### config.mk
export PLATFORM = sky130hd
export DESIGN_NAME = pbus_reg_slave
export DESIGN_NICKNAME = d
export VERILOG_FILES = /design/src/rtl/pbus_pkg.sv /design/src/rtl/pbus_seq.sv /design/src/rtl/pbus_irq_grp.sv /design/src/rtl/pbus_regs.sv /design/src/rtl/pbus_reg_slave.sv
export SDC_FILE = /design/constraint.sdc
export NUM_CORES = 1
export LEC_CHECK = 0
export BUFFER_PORTS_ARGS = -buffer_cell sky130_fd_sc_hd__buf_4
export CAP_MARGIN = 15
export CORE_MARGIN = 5
export CORE_UTILIZATION = 25
export CTS_CLUSTER_SIZE = 12
export DETAILED_ROUTE_END_ITERATION = 7
export PLACE_DENSITY_LB_ADDON = 0.05
export REMOVE_ABC_BUFFERS = 1
export SLEW_MARGIN = 40
export SYNTH_ARGS = -nofsm -noshare
export SYNTH_HDL_FRONTEND = slang
export SYNTH_SLANG_ARGS = --single-unit
### constraint.sdc
create_clock -name clk -period 1.9 [get_ports clk]
set_input_delay 0.19 -clock clk [delete_from_list [all_inputs] [get_ports clk]]
set_output_delay 0.19 -clock clk [all_outputs]
set_load 0.03 [all_outputs]
### src/rtl/pbus_pkg.sv
package pbus_pkg;
  localparam int BUS_W  = 16;
  localparam int LANE_W = BUS_W / 2;
  localparam int WIDX_W = 3;

  localparam logic [WIDX_W-1:0] IDX_DL_PEND = 3'd2;
  localparam logic [WIDX_W-1:0] IDX_DL_MASK = 3'd3;
  localparam logic [WIDX_W-1:0] IDX_ST_PEND = 3'd4;
  localparam logic [WIDX_W-1:0] IDX_ST_MASK = 3'd5;
  localparam logic [WIDX_W-1:0] IDX_STAT    = 3'd6;
  localparam logic [WIDX_W-1:0] IDX_IDENT   = 3'd7;

  typedef enum logic [1:0] {
    PH_IDLE = 2'd0,
    PH_RD   = 2'd1,
    PH_WR   = 2'd2
  } phase_t;
endpackage

### src/rtl/pbus_seq.sv
module pbus_seq
  import pbus_pkg::*;
#(
  parameter int ADDR_W = WIDX_W + 1
) (
  input  logic              clk,
  input  logic              rst_n,
  input  logic              cs_n,
  input  logic              as_n,
  input  logic              wr_hi,
  input  logic [ADDR_W-1:0] addr_i,
  output logic [ADDR_W-1:0] addr_q,
  output logic              rd_act,
  output logic              wr_go,
  output logic              err_set
);
  phase_t phase;
  logic   armed;

  always_ff @(posedge clk or negedge rst_n) begin
    if (!rst_n) begin
      phase  <= PH_IDLE;
      armed  <= 1'b0;
      addr_q <= '0;
    end else if (cs_n) begin
      phase <= PH_IDLE;
      armed <= 1'b0;
    end else if (!as_n) begin
      addr_q <= addr_i;
      armed  <= 1'b1;
      phase  <= PH_IDLE;
    end else if (armed) begin
      phase <= wr_hi ? PH_WR : PH_RD;
      armed <= 1'b0;
    end else begin
      phase <= PH_IDLE;
    end
  end

  assign rd_act  = (phase == PH_RD);
  assign wr_go   = (phase == PH_WR) && !cs_n;
  assign err_set = !cs_n && as_n && !armed;
endmodule

### src/rtl/pbus_irq_grp.sv
module pbus_irq_grp
  import pbus_pkg::*;
#(
  parameter int N = 4
) (
  input  logic             clk,
  input  logic             rst_n,
  input  logic [N-1:0]     evt,
  input  logic             mask_we,
  input  logic             pend_we,
  input  logic [BUS_W-1:0] wd,
  input  logic [BUS_W-1:0] lane_mask,
  output logic [N-1:0]     pend,
  output logic [N-1:0]     mask,
  output logic             irq_pd
);
  logic [N-1:0] wbits;
  logic [N-1:0] wsel;
  logic [N-1:0] clr;

  assign wbits = wd[N-1:0];
  assign wsel  = lane_mask[N-1:0];
  assign clr   = pend_we ? (wbits & wsel) : '0;

  always_ff @(posedge clk or negedge rst_n) begin
    if (!rst_n) begin
      pend <= '0;
      mask <= '0;
    end else begin
      pend <= (pend & ~clr) | evt;
      if (mask_we) mask <= (mask & ~wsel) | (wbits & wsel);
    end
  end

  assign irq_pd = |(pend & mask);
endmodule

### src/rtl/pbus_regs.sv
module pbus_regs
  import pbus_pkg::*;
#(
  parameter int          N_SCR   = 2,
  parameter int          DL_N    = 4,
  parameter int          ST_N    = 6,
  parameter logic [15:0] ID_VAL  = 16'h5A3C,
  localparam int         ADDR_W  = WIDX_W + 1
) (
  input  logic              clk,
  input  logic              rst_n,
  input  logic              narrow,
  input  logic [ADDR_W-1:0] addr_q,
  input  logic              wr_go,
  input  logic              err_set,
  input  logic [BUS_W-1:0]  data_i,
  input  logic [DL_N-1:0]   dl_evt,
  input  logic [ST_N-1:0]   st_evt,
  output logic [BUS_W-1:0]  rd_word,
  output logic              dl_irq_pd,
  output logic              st_irq_pd
);
  logic [WIDX_W-1:0] widx;
  logic              bsel;
  logic [BUS_W-1:0]  wd;
  logic [1:0]        be;
  logic [BUS_W-1:0]  lm;
  logic [BUS_W-1:0]  scr_rd [N_SCR];
  logic [DL_N-1:0]   dl_pend, dl_mask;
  logic [ST_N-1:0]   st_pend, st_mask;
  logic              err_q;
  logic              err_clr;

  assign widx = addr_q[ADDR_W-1:1];
  assign bsel = addr_q[0];
  assign wd   = narrow ? {data_i[LANE_W-1:0], data_i[LANE_W-1:0]} : data_i;
  assign be   = narrow ? (bsel ? 2'b10 : 2'b01) : 2'b11;
  assign lm   = {{LANE_W{be[1]}}, {LANE_W{be[0]}}};

  for (genvar g = 0; g < N_SCR; g++) begin : g_scr
    logic [BUS_W-1:0] q;
    always_ff @(posedge clk or negedge rst_n) begin
      if (!rst_n) q <= '0;
      else if (wr_go && widx == WIDX_W'(g)) q <= (q & ~lm) | (wd & lm);
    end
    assign scr_rd[g] = q;
  end

  pbus_irq_grp #(.N(DL_N)) u_dl (
    .clk(clk), .rst_n(rst_n), .evt(dl_evt),
    .mask_we(wr_go && widx == IDX_DL_MASK),
    .pend_we(wr_go && widx == IDX_DL_PEND),
    .wd(wd), .lane_mask(lm),
    .pend(dl_pend), .mask(dl_mask), .irq_pd(dl_irq_pd)
  );

  pbus_irq_grp #(.N(ST_N)) u_st (
    .clk(clk), .rst_n(rst_n), .evt(st_evt),
    .mask_we(wr_go && widx == IDX_ST_MASK),
    .pend_we(wr_go && widx == IDX_ST_PEND),
    .wd(wd), .lane_mask(lm),
    .pend(st_pend), .mask(st_mask), .irq_pd(st_irq_pd)
  );

  assign err_clr = wr_go && widx == IDX_STAT && wd[0] && lm[0];

  always_ff @(posedge clk or negedge rst_n) begin
    if (!rst_n) err_q <= 1'b0;
    else        err_q <= (err_q & ~err_clr) | err_set;
  end

  always_comb begin
    rd_word = '0;
    case (widx)
      IDX_DL_PEND: rd_word = {{(BUS_W-DL_N){1'b0}}, dl_pend};
      IDX_DL_MASK: rd_word = {{(BUS_W-DL_N){1'b0}}, dl_mask};
      IDX_ST_PEND: rd_word = {{(BUS_W-ST_N){1'b0}}, st_pend};
      IDX_ST_MASK: rd_word = {{(BUS_W-ST_N){1'b0}}, st_mask};
      IDX_STAT:    rd_word = {{(BUS_W-2){1'b0}}, narrow, err_q};
      IDX_IDENT:   rd_word = ID_VAL;
      default: begin
        for (int k = 0; k < N_SCR; k++)
          if (widx == WIDX_W'(k)) rd_word = scr_rd[k];
      end
    endcase
  end
endmodule

### src/rtl/pbus_reg_slave.sv
module pbus_reg_slave
  import pbus_pkg::*;
#(
  parameter int          N_SCR  = 2,
  parameter int          DL_N   = 4,
  parameter int          ST_N   = 6,
  parameter logic [15:0] ID_VAL = 16'h5A3C,
  localparam int         ADDR_W = WIDX_W + 1
) (
  input  logic              clk,
  input  logic              rst_n,
  input  logic              narrow,
  input  logic              cs_n,
  input  logic              as_n,
  input  logic              wr_hi,
  input  logic              oe_n,
  input  logic [ADDR_W-1:0] addr_i,
  input  logic [BUS_W-1:0]  data_i,
  output logic [BUS_W-1:0]  data_o,
  output logic [BUS_W-1:0]  data_oe,
  input  logic [DL_N-1:0]   dl_evt,
  input  logic [ST_N-1:0]   st_evt,
  output logic              dl_irq_pd,
  output logic              st_irq_pd
);
  logic [ADDR_W-1:0] addr_q;
  logic              rd_act, wr_go, err_set, drv;
  logic [BUS_W-1:0]  rd_word;

  pbus_seq #(.ADDR_W(ADDR_W)) u_seq (
    .clk(clk), .rst_n(rst_n), .cs_n(cs_n), .as_n(as_n), .wr_hi(wr_hi),
    .addr_i(addr_i), .addr_q(addr_q), .rd_act(rd_act), .wr_go(wr_go),
    .err_set(err_set)
  );

  pbus_regs #(.N_SCR(N_SCR), .DL_N(DL_N), .ST_N(ST_N), .ID_VAL(ID_VAL)) u_regs (
    .clk(clk), .rst_n(rst_n), .narrow(narrow), .addr_q(addr_q),
    .wr_go(wr_go), .err_set(err_set), .data_i(data_i),
    .dl_evt(dl_evt), .st_evt(st_evt), .rd_word(rd_word),
    .dl_irq_pd(dl_irq_pd), .st_irq_pd(st_irq_pd)
  );

  assign drv = rd_act && !oe_n;

  always_comb begin
    if (!drv) begin
      data_o  = '0;
      data_oe = '0;
    end else if (narrow) begin
      data_o  = {{LANE_W{1'b0}}, addr_q[0] ? rd_word[BUS_W-1:LANE_W] : rd_word[LANE_W-1:0]};
      data_oe = {{LANE_W{1'b0}}, {LANE_W{1'b1}}};
    end else begin
      data_o  = rd_word;
      data_oe = '1;
    end
  end
endmodule

==> results of run 1 <==
==> worst max-delay path: stages (launching register included) <==
cell and delay (ps):
sky130_fd_sc_hd__dfrtp_2 480, sky130_fd_sc_hd__buf_6 160, sky130_fd_sc_hd__nand3b_1 170, sky130_fd_sc_hd__nor2_1 80
sky130_fd_sc_hd__o32ai_2 240, sky130_fd_sc_hd__buf_4 180, sky130_fd_sc_hd__o2bb2ai_4 110, sky130_fd_sc_hd__buf_6 150
==> path summary, 6_finish.rpt <==
check | from | to | slack (ps)
worst min-delay path | wr_hi | u_seq.phase[0] | 30
max in group asynchronous | rst_n | u_regs.u_st.pend[2] | 1070
worst max register to register | u_seq.phase[0] | u_regs.u_dl.pend[0] | 70
min in group asynchronous | rst_n | asynchronous set/reset pin | 310
worst max-delay path | u_seq.addr_q[3] | data_o[2] | -170
worst min register to register | u_seq.armed | u_regs.err_q | 480
==> layer usage <==
layer / vias up / global-route usage (%) / wire (um)
li1: 1274 / - / -
met1: 1306 / 19.7 / 4850
met2: 52 / 22.5 / 4810
met3: 13 / 3.46 / 447
met4: 0 / 3.78 / 138
met5: - / 0 / 0
==> cells in the mapped netlist, drive strengths merged, types with 3 or more instances <==
| master | number | area [sq um] |
|---|---|---|
| mux2i | 12 | 120 |
| nor2 | 18 | 67.6 |
| nand2b | 4 | 25.0 |
| o32ai | 7 | 61.3 |
| nor2b | 5 | 31.3 |
| clkbuf | 7 | 26.3 |
| a21o | 12 | 90.1 |
| nor3 | 4 | 25.0 |
| inv | 5 | 18.8 |
| a22oi | 15 | 113 |
| a21oi | 3 | 15.0 |
| and2 | 4 | 25.0 |
| buf | 24 | 173 |
| dfrtp | 60 | 1500 |
| nand2 | 35 | 131 |
| mux2 | 31 | 349 |
| o21ai | 21 | 113 |
==> power by group <==
| part | leakage (nW) | internal, mW | switching (mW) |
|---|---|---|---|
| combinational | 1.21 | 0.376 | 0.378 |
| sequential | 0.761 | 1.36 | 0.0665 |
| clock | 0.149 | 1.08 | 0.587 |
==> per-stage QoR <==
| step | power, mW | cell area, sq um | util [%] |
|---|---|---|---|
| floorplan | 1.74 | 2980 | - |
| global placement | 2.10 | 4040 | 32.2 |
| detailed placement | 2.10 | 4060 | 32.4 |
| CTS | 3.90 | 4590 | 36.7 |
| global route | 4.04 | 4660 | 37.3 |
| finish | 3.85 | 4660 | 37.3 |
==> cells in the final DEF (no fill, tap or decap), types with 3 or more instances in the layout <==
| cell | count |
|---|---|
| sky130_fd_sc_hd__buf_12 | 3 |
| sky130_fd_sc_hd__nand2_2 | 3 |
| sky130_fd_sc_hd__nand2_1 | 32 |
| sky130_fd_sc_hd__mux2_2 | 31 |
| sky130_fd_sc_hd__a21oi_1 | 3 |
| sky130_fd_sc_hd__nor2_1 | 17 |
| sky130_fd_sc_hd__mux2i_1 | 12 |
| sky130_fd_sc_hd__a21o_1 | 12 |
| sky130_fd_sc_hd__dfrtp_1 | 57 |
| sky130_fd_sc_hd__and2_1 | 3 |
| sky130_fd_sc_hd__dfrtp_2 | 3 |
| sky130_fd_sc_hd__buf_4 | 98 |
| sky130_fd_sc_hd__nor2b_1 | 3 |
| sky130_fd_sc_hd__o21ai_0 | 11 |
| sky130_fd_sc_hd__buf_6 | 17 |
| sky130_fd_sc_hd__a22oi_2 | 3 |
| sky130_fd_sc_hd__o21ai_1 | 8 |
| sky130_fd_sc_hd__o32ai_2 | 6 |
| sky130_fd_sc_hd__a22oi_1 | 12 |
| sky130_fd_sc_hd__clkbuf_16 | 9 |
==> timing repair <==
item                       4_1_cts  5_1_grt
pin swaps                        6        2
hold buffers                     1        0
setup endpoints to repair       30       44
setup buffers                    5        2
cloned                           0        0
hold endpoints to repair        22        0
gates resized for setup         48       10
==> kinds of logic after synthesis <==
logic type | Yosys count | synth area share, %
and+or+nand+nor | 85 | 14.0
muxes | 44 | 15.5
AOI/OAI and AO/OA | 74 | 16.4
DFF | 60 | 47.3
buffers and inverters | 36 | 6.86
==> final cells by class <==
class,instances,share of cell area (%)
clock buffer,12,5.50
timing repair buffer,120,21.7
multi-input combinational,203,34.3
clock inverter,4,1.02
inverter,5,0.537
tap,172,4.61
sequential,60,32.3
==> load_flow_metrics.sql, run 1 <==
INSERT INTO impl_metrics (metric_group, metric, value, unit) VALUES
('outcome', 'run_status', 'complete, but fails checks', ''),
('outcome', 'failed_checks', 'setup timing', ''),
('drt', 'drt-total-wl', '10200', 'um'),
('drt', 'via_per_inst', '4.59', ''),
('logic_synthesis', 'synth_flop_cell', 'sky130_fd_sc_hd__dfrtp_1', ''),
('critical_path', 'critical_path_required', '1710', 'ps'),
('placed_design', 'numPortBuffers', '70', ''),
('cts', 'cts.htree.levels', '3', ''),
('floorplanning', 'pin_count', '71', ''),
('logic_synthesis', 'postSynth.asyncResetShare', '100', '%'),
('timing', 'hold_viol', '0', ''),
('placed_design', 'dpl.cell_count', '552', ''),
('logic_synthesis', 'yosys_warnings', '0', ''),
('final_layout', 'n_fill_cell', '1302', ''),
('flow_run', 'max_cap_viol_count', '0', ''),
('placed_design', 'gpl.final_weighted_congestion', '0.750', ''),
('timing', 'setup_violating_endpoint_count_in_the_final_report', '22', ''),
('timing', 'period_utilisation_layout', '109', '%'),
('grt', 'global_route_wire_length_before_repair', '16300', 'um'),
('final_layout', 'synthToLayoutAreaGrowth', '46.9', '%'),
('logic_synthesis', 'synth.ff_latch_count', '60', ''),
('final_layout', 'final_cells', '576', ''),
('floorplanning', 'num_rows', '41', ''),
('hold_path', 'holdCritPathClass', 'in -> reg', ''),
('final_layout', 'area.sequential', '1510', 'sq um'),
('timing', 'fmax', '482', 'MHz'),
('drt', 'ant_nets', '0', ''),
('timing', 'final.setup.tns', '-1660', 'ps'),
('floorplanning', 'initial_core_util', '25.4', '%'),
('logic_synthesis', 'yosysUniqueCellTypes', '45', ''),
('placed_design', 'preCtsSetupSlack', '-77.0', 'ps'),
('floorplanning', 'fp.dieArea', '15100', 'sq um'),
('drt', 'avgRoutedWirePerCell', '17.8', 'um'),
('logic_synthesis', 'post_synthesis_cell_area', '3170', 'sq um'),
('timing', 'final_worst_hold_slack', '29.1', 'ps'),
('timing', 'period_needed', '2070', 'ps'),
('grt', 'grt_antenna_before_repair', '0', ''),
('power', 'max-vdd-ir-drop', '0.418', 'mV'),
('grt', 'gr-usage-all-layers', '14.3', '%'),
('timing', 'fin_skew', '5.78', 'ps'),
('timing', 'slew_viol_final', '0', ''),
('final_layout', 'final_nets', '436', ''),
('drt', 'drt_iter0_markers', '105', ''),
('logic_synthesis', 'synth-edff-count', '0', ''),
('cts', 'clock_tree_from_tritoncts', 'built', ''),
('hold_path', 'number_of_cells_on_the_worst_hold_path', '2', ''),
('critical_path', 'endpoint_kind', 'output pin', ''),
('timing', 'relSlewSlack', '75.7', '%'),
('floorplanning', 'die_y', '123', 'um'),
('drt', 'route.detailed.drc', '0', ''),
('timing', 'worst_slack', '-174', 'ps'),
('cts', 'clock_sinks', '60', ''),
('placed_design', 'dp.final_hpwl', '7570', 'um'),
('critical_path', 'critical_path_startpoint_category', 'flop', ''),
('cts', 'cell_chosen_for_the_clock_root', 'sky130_fd_sc_hd__clkbuf_16', ''),
('logic_synthesis', 'synthCells', '299', ''),
('critical_path', 'timing.reg2reg.worst_path_depth', '6', ''),
('power', 'total_leakage_power', '2.12', 'nW'),
('timing', 'rsz0062_at_grt', 'yes', ''),
('cts', 'cts_buffers', '9', ''),
('final_layout', 'multi_input_comb_area', '1600', 'sq um'),
('power', 'p_per_area', '825', 'nW/um^2'),
('final_layout', 'antenna-diode-count', '0', ''),
('cts', 'max-clock-path-buffers', '2', ''),
('timing', 'timing_worst_slew_pin_value', '361', 'ps'),
('logic_synthesis', 'synth.yosys.seq_area_share', '47.3', '%'),
('grt', 'vias_in_the_first_global_route', '2869', ''),
('cts', 'clk_pin_slew', '50', 'ps'),
('logic_synthesis', 'avgSynthCellArea', '10.6', 'sq um'),
('grt', 'globalRoute.totalOverflow', '0', ''),
('critical_path', 'worstPathArrival', '1880', 'ps'),
('final_layout', 'layout-drive-gt1-share', '50.7', '%'),
('drt', 'drt_pass1_iterations', '4', ''),
('grt', 'grt_max_degree', '39', ''),
('floorplanning', 'die_x', '123', 'um'),
('critical_path', 'critPathMaxFanout', '7', ''),
('cts', 'insertion_delay_of_the_later_clocked_pin_in_the_worst_skew_pair', '320', 'ps'),
('critical_path', 'setup.worst_path.class', 'reg -> out', ''),
('floorplanning', 'coreArea', '12500', 'sq um'),
('drt', 'route.vias.total', '2645', '');
Note: power is estimated with default switching activity, not from simulation.
==> inputs of run 2 (changes only) <==
--- a/constraint.sdc
+++ b/constraint.sdc
@@ -3,2 +3,2 @@
 set_output_delay 0.19 -clock clk [all_outputs]
-set_load 0.03 [all_outputs]
+set_load 0.01 [all_outputs]
==> run 2 against run 1 <==
  * The flow still finishes with violations (setup timing)
  * Final cell count rose by 2.4%
  * Critical path depth did not move
  * Utilization rose by 2.0 points
  * Clock power fell by 2%
  * Hold slack got worse by 4.6 ps
  * Via count rose by 1.5%
  * Cell area rose by 5.3%
  * Power rose by 2.3%
  * Non-clock buffer count rose by 14
  * Critical path type unchanged
  * Highest routed layer unchanged
==> load_flow_metrics.sql, run 2 (synthesized netlist as in run 1, its figures left out) <==
INSERT INTO impl_metrics (metric_group, metric, value, unit) VALUES
('critical_path', 'critical_path_startpoint_category', 'flop', ''),
('hold_path', 'number_of_cells_on_the_worst_hold_path', '2', ''),
('cts', 'max-clock-path-buffers', '2', ''),
('timing', 'relSlewSlack', '77.1', '%'),
('final_layout', 'most-common-layout-cells', '104 x sky130_fd_sc_hd__buf_4, 57 x sky130_fd_sc_hd__dfrtp_1, 30 x sky130_fd_sc_hd__mux2_2', ''),
('hold_path', 'hp-start', 'st_evt[5]', ''),
('grt', 'grt_antenna_before_repair', '0', ''),
('timing', 'rsz0062_at_grt', 'yes', ''),
('drt', 'drt_iter0_markers', '108', ''),
('placed_design', 'dp.final_hpwl', '7520', 'um'),
('drt', 'drt-total-wl', '10600', 'um'),
('cts', 'clock_tree_from_tritoncts', 'built', ''),
('timing', 'worst_slack', '-163', 'ps'),
('grt', 'grt_max_degree', '61', ''),
('cts', 'clock_sinks', '60', ''),
('critical_path', 'timing.reg2reg.worst_path_depth', '7', ''),
('timing', 'hold_viol', '0', ''),
('floorplanning', 'die_y', '123', 'um'),
('cts', 'insertion_delay_of_the_later_clocked_pin_in_the_worst_skew_pair', '340', 'ps'),
('critical_path', 'endpoint_kind', 'output pin', ''),
('final_layout', 'commonest_non_fill_non_tap_cell_in_the_layout', 'sky130_fd_sc_hd__buf_4', ''),
('power', 'max-vdd-ir-drop', '0.478', 'mV'),
('final_layout', 'n_fill_cell', '1288', ''),
('timing', 'final_worst_hold_slack', '24.5', 'ps'),
('drt', 'drt_pass1_iterations', '4', ''),
('floorplanning', 'pin_count', '71', ''),
('outcome', 'failed_checks', 'setup timing', ''),
('placed_design', 'numPortBuffers', '70', ''),
('flow_run', 'max_cap_viol_count', '0', ''),
('timing', 'timing_worst_slew_pin_value', '343', 'ps'),
('cts', 'cell_chosen_for_the_clock_root', 'sky130_fd_sc_hd__clkbuf_16', ''),
('final_layout', 'multi_input_comb_area', '1680', 'sq um'),
('timing', 'fin_skew', '7.30', 'ps'),
('drt', 'via_per_inst', '4.55', ''),
('hold_path', 'hold_end', 'u_regs.u_st.pend[5]', ''),
('critical_path', 'reg2reg_from', 'u_seq.addr_q[3]', ''),
('critical_path', 'critical_path_required', '1710', 'ps'),
('floorplanning', 'coreArea', '12500', 'sq um'),
('critical_path', 'setup.worst_path.class', 'reg -> out', ''),
('cts', 'cts_buffers', '9', ''),
('floorplanning', 'num_rows', '41', ''),
('drt', 'route.detailed.drc', '0', ''),
('placed_design', 'preCtsSetupSlack', '1.18', 'ps'),
('cts', 'clk_pin_slew', '50', 'ps'),
('grt', 'global_route_wire_length_before_repair', '16800', 'um'),
('floorplanning', 'die_x', '123', 'um'),
('final_layout', 'layout-drive-gt1-share', '55.5', '%'),
('floorplanning', 'fp.dieArea', '15100', 'sq um'),
('timing', 'period_needed', '2060', 'ps'),
('timing', 'setup_violating_endpoint_count_in_the_final_report', '18', ''),
('critical_path', 'worstPathArrival', '1870', 'ps'),
('drt', 'route.vias.total', '2684', ''),
('floorplanning', 'initial_core_util', '25.4', '%'),
('timing', 'slew_viol_final', '0', ''),
('grt', 'gr-usage-all-layers', '15.1', '%'),
('critical_path', 'regToRegSetupSlack', '140', 'ps'),
('critical_path', 'critPathMaxFanout', '8', ''),
('grt', 'vias_in_the_first_global_route', '2934', ''),
('final_layout', 'synthToLayoutAreaGrowth', '54.7', '%'),
('final_layout', 'final_nets', '450', ''),
('placed_design', 'gpl.final_weighted_congestion', '0.737', ''),
('cts', 'cts.htree.levels', '3', ''),
('power', 'p_per_area', '802', 'nW/um^2'),
('final_layout', 'antenna-diode-count', '0', ''),
('final_layout', 'area.sequential', '1510', 'sq um'),
('timing', 'period_utilisation_layout', '109', '%'),
('power', 'total_leakage_power', '2.23', 'nW'),
('grt', 'globalRoute.totalOverflow', '0', ''),
('timing', 'fmax', '485', 'MHz'),
('hold_path', 'holdCritPathClass', 'in -> reg', ''),
('drt', 'ant_nets', '0', ''),
('outcome', 'run_status', 'complete, but fails checks', ''),
('drt', 'avgRoutedWirePerCell', '18.0', 'um'),
('timing', 'final.setup.tns', '-1340', 'ps');
-- run 2: timing repair --
item | in CTS | in global routing
setup endpoints to repair | 23 | 61
gates resized for setup | 45 | 37
cloned | 1 | 1
hold endpoints to repair | 61 | 0
pin swaps | 11 | 13
setup buffers | 16 | 6
hold buffers | 2 | 0
-- run 2: area by class of cell --
class                           count  area share [%]
Tap cell                          172            4.38
Inverter                            5           0.510
Timing Repair Buffer              134            24.1
Clock buffer                       16            6.14
Multi-Input combinational cell    203            34.2
Sequential cell                    60            30.6
-- run 2: worst max-delay path by stage --
stage | start | end | slack (ps) | cells after the start
2_1_floorplan | u_seq.phase[1] | data_oe[10] | -1890 | 3
3_3_place_gp | u_seq.addr_q[3] | flop | 10 | 6
3_5_place_dp | u_seq.addr_q[3] | flop | 1 | 6
4_1_cts | u_seq.addr_q[3] | data_o[2] | -210 | 7
5_1_grt | u_seq.addr_q[1] | data_o[2] | -250 | 7
6_report | u_seq.addr_q[1] | data_o[2] | -160 | 7
-- run 2: routing by layer --
metal,routed length (um),vias up,track usage [%]
met5,0,-,0
met4,146,0,5.88
met2,5150,58,24.3
met3,429,11,3.87
met1,4920,1312,19.4
li1,-,1303,-
-- run 2: power by group --
part	total, mW	switching, mW	internal [mW]
logic	0.879	0.411	0.468
clock network	1.63	0.573	1.06
registers	1.42	0.0651	1.36
total	3.94	1.05	2.89
-- run 2: per-stage QoR --
step | cell area (sq um) | power [mW] | utilization, % | std cells
detailed placement | 4060 | 2.10 | 32.4 | 551
global placement | 4060 | 2.09 | 32.4 | 551
CTS | 4730 | 3.93 | 37.8 | 585
floorplan | 2980 | 1.72 | - | 268
finish | 4910 | 3.94 | 39.2 | 590
global route | 4910 | 4.12 | 39.2 | 590
-- run 2: critical path, cell delays in order (launching register included) --
cell and delay (ps):
sky130_fd_sc_hd__dfrtp_2 450, sky130_fd_sc_hd__buf_12 160, sky130_fd_sc_hd__buf_4 140, sky130_fd_sc_hd__a22oi_1 240, sky130_fd_sc_hd__o32ai_2 130, sky130_fd_sc_hd__buf_4 160, sky130_fd_sc_hd__o2bb2ai_4 130, sky130_fd_sc_hd__buf_6 120
==> inputs of run 3 (changes only) <==
- clock period: 1.9 -> 2.5 ns (I/O delays scaled with it)
==> run 3 against run 2 <==
  * The flow now finishes without violations
  * Hold slack improved by 63 ps
  * Critical path type unchanged
  * Via count down 8.0%
  * Die area unchanged
  * Non-clock buffer count is 48 lower
  * Sequential share of layout area grew 5.6 points
  * Final cell count shrank 8.1%
  * Critical path depth stayed put
  * Power shrank 32%
==> load_flow_metrics.sql, run 3 (synthesized netlist as in run 1, its figures left out) <==
INSERT INTO impl_metrics (metric_group, metric, value, unit) VALUES
('power', 'p_per_area', '646', 'nW/um^2'),
('floorplanning', 'initial_core_util', '25.4', '%'),
('critical_path', 'critPathMaxFanout', '10', ''),
('drt', 'drt_iter0_markers', '124', ''),
('timing', 'worst_slack', '134', 'ps'),
('placed_design', 'placedInstanceArea', '3840', 'sq um'),
('placed_design', 'gpl.final_weighted_congestion', '0.723', ''),
('floorplanning', 'die_y', '123', 'um'),
('critical_path', 'setup.worst_path.class', 'reg -> out', ''),
('grt', 'globalRoute.totalOverflow', '0', ''),
('cts', 'cell_chosen_for_the_clock_root', 'sky130_fd_sc_hd__clkbuf_16', ''),
('critical_path', 'worstPathArrival', '2120', 'ps'),
('final_layout', 'final_nets', '402', ''),
('placed_design', 'numPortBuffers', '70', ''),
('cts', 'insertion_delay_of_the_later_clocked_pin_in_the_worst_skew_pair', '320', 'ps'),
('final_layout', 'layout.cell_area.non_filler', '4140', 'sq um'),
('placed_design', 'dp.final_hpwl', '7190', 'um'),
('final_layout', 'layout-drive-gt1-share', '37.8', '%'),
('cts', 'max-clock-path-buffers', '2', ''),
('critical_path', 'endpoint_kind', 'output pin', ''),
('hold_path', 'number_of_cells_on_the_worst_hold_path', '2', ''),
('grt', 'global_route_wire_length_before_repair', '15300', 'um'),
('drt', 'drt_pass1_iterations', '4', ''),
('power', 'max-vdd-ir-drop', '0.344', 'mV'),
('final_layout', 'synthToLayoutAreaGrowth', '30.5', '%'),
('drt', 'drt-total-wl', '9780', 'um'),
('final_layout', 'most-common-layout-cells', '83 x sky130_fd_sc_hd__buf_4, 59 x sky130_fd_sc_hd__dfrtp_1, 35 x sky130_fd_sc_hd__nand2_1', ''),
('timing', 'fin_skew', '8.44', 'ps'),
('critical_path', 'timing.reg2reg.worst_path_depth', '4', ''),
('drt', 'route.vias.total', '2470', ''),
('hold_path', 'holdCritPathClass', 'in -> reg', ''),
('timing', 'period_utilisation_layout', '94.6', '%'),
('final_layout', 'final_core_util', '33.1', '%'),
('cts', 'cts.htree.levels', '3', ''),
('timing', 'hold_viol', '0', ''),
('timing', 'setup_violating_endpoint_count_in_the_final_report', '0', ''),
('floorplanning', 'pin_count', '71', ''),
('timing', 'rsz0062_at_grt', 'no', ''),
('cts', 'postCtsSetupBuffers', '0', ''),
('drt', 'ant_nets', '0', ''),
('drt', 'route.detailed.drc', '0', ''),
('outcome', 'run_status', 'complete, no violations', ''),
('timing', 'slew_viol_final', '0', ''),
('grt', 'vias_in_the_first_global_route', '2586', ''),
('floorplanning', 'die_x', '123', 'um'),
('floorplanning', 'fp.dieArea', '15100', 'sq um'),
('grt', 'gr-usage-all-layers', '13.6', '%'),
('critical_path', 'regToRegSetupSlack', '520', 'ps'),
('grt', 'grt_antenna_before_repair', '0', ''),
('timing', 'period_needed', '2370', 'ps'),
('cts', 'clock_sinks', '60', ''),
('grt', 'grt_max_degree', '35', ''),
('critical_path', 'critical_path_startpoint_category', 'flop', ''),
('drt', 'avgRoutedWirePerCell', '18.0', 'um'),
('cts', 'clock_tree_from_tritoncts', 'built', ''),
('placed_design', 'preCtsSetupSlack', '286', 'ps'),
('floorplanning', 'coreArea', '12500', 'sq um'),
('flow_run', 'max_cap_viol_count', '0', ''),
('final_layout', 'commonest_non_fill_non_tap_cell_in_the_layout', 'sky130_fd_sc_hd__buf_4', ''),
('timing', 'relSlewSlack', '67.2', '%'),
('timing', 'fmax', '423', 'MHz'),
('drt', 'via_per_inst', '4.56', ''),
('cts', 'cts_buffers', '9', ''),
('cts', 'clk_pin_slew', '50', 'ps'),
('floorplanning', 'num_rows', '41', ''),
('timing', 'timing_worst_slew_pin_value', '491', 'ps'),
('final_layout', 'antenna-diode-count', '0', ''),
('power', 'total_leakage_power', '1.89', 'nW'),
('critical_path', 'critical_path_required', '2250', 'ps');
-- run 3: cell types whose count changed in the layout (fill, tap and decap cells not counted), moves of 7 or more --
| cell | previous run | this run |
|---|---|---|
| sky130_fd_sc_hd__nor2_1 | 11 | 18 |
| sky130_fd_sc_hd__buf_4 | 104 | 83 |
| sky130_fd_sc_hd__buf_6 | 19 | 1 |
| sky130_fd_sc_hd__nor2_2 | 7 | 0 |
| sky130_fd_sc_hd__o32ai_1 | 0 | 7 |
-- run 3: where the power goes --
group	internal (mW)	leakage [nW]	switching (mW)
Sequential	1.03	0.763	0.0455
Combinational	0.193	0.991	0.234
Clock	0.751	0.140	0.421
Total	1.98	1.89	0.700
-- run 3: worst max-delay path: stages (launching register included) --
cell	delay, ps
sky130_fd_sc_hd__dfrtp_2	490
sky130_fd_sc_hd__buf_4	220
sky130_fd_sc_hd__nor2_1	50
sky130_fd_sc_hd__buf_4	180
sky130_fd_sc_hd__a21o_1	180
sky130_fd_sc_hd__a22oi_1	340
sky130_fd_sc_hd__o32ai_1	160
sky130_fd_sc_hd__buf_4	170
-- run 3: timing repair --
item / 4_1_cts / 5_1_grt
gates resized for setup: 2 / 1
endpoints found under the hold margin: 26 / 0
setup endpoints to repair: 2 / 1
hold buffers: 1 / 0
-- run 3: path summary, 6_finish.rpt --
kind                                 start                         end
max                        u_seq.addr_q[3]                   data_o[4]
min                                  wr_hi              u_seq.phase[0]
max reg2reg                 u_seq.phase[0]                        flop
min reg2reg                    u_seq.armed                u_regs.err_q
max in group asynchronous            rst_n  asynchronous set/reset pin
min in group asynchronous            rst_n  asynchronous set/reset pin
-- run 3: layer usage --
layer,vias to the layer above,share of wire [%],global-route usage (%)
met2,59,47,21.9
met4,0,0.69,2.94
li1,1205,-,-
met3,7,5.0,3.46
met1,1199,47,18.5
met5,-,0,0
-- run 3: area by class of cell --
class / count / area (sq um)
clock buffers: 15 / 278
clock inverters: 1 / 5.00
fillers: 1343 / 8370
inverters: 5 / 22.5
multi-input cells: 203 / 1460
flip-flops and latches: 60 / 1500
well taps: 172 / 215
repair buffers: 86 / 664
-- run 3: per-stage QoR --
step | setup TNS, ps | power, mW | hold slack, ps | std cells
2_1_floorplan | -27540 | 1.31 | -45.6 | 268
3_3_place_gp | 0 | 1.52 | 409 | 524
3_5_place_dp | 0 | 1.52 | 200 | 525
4_1_cts | 0 | 2.72 | 74.1 | 542
5_1_grt | 0 | 2.81 | 84.6 | 542
6_report | 0 | 2.68 | 87.6 | 542
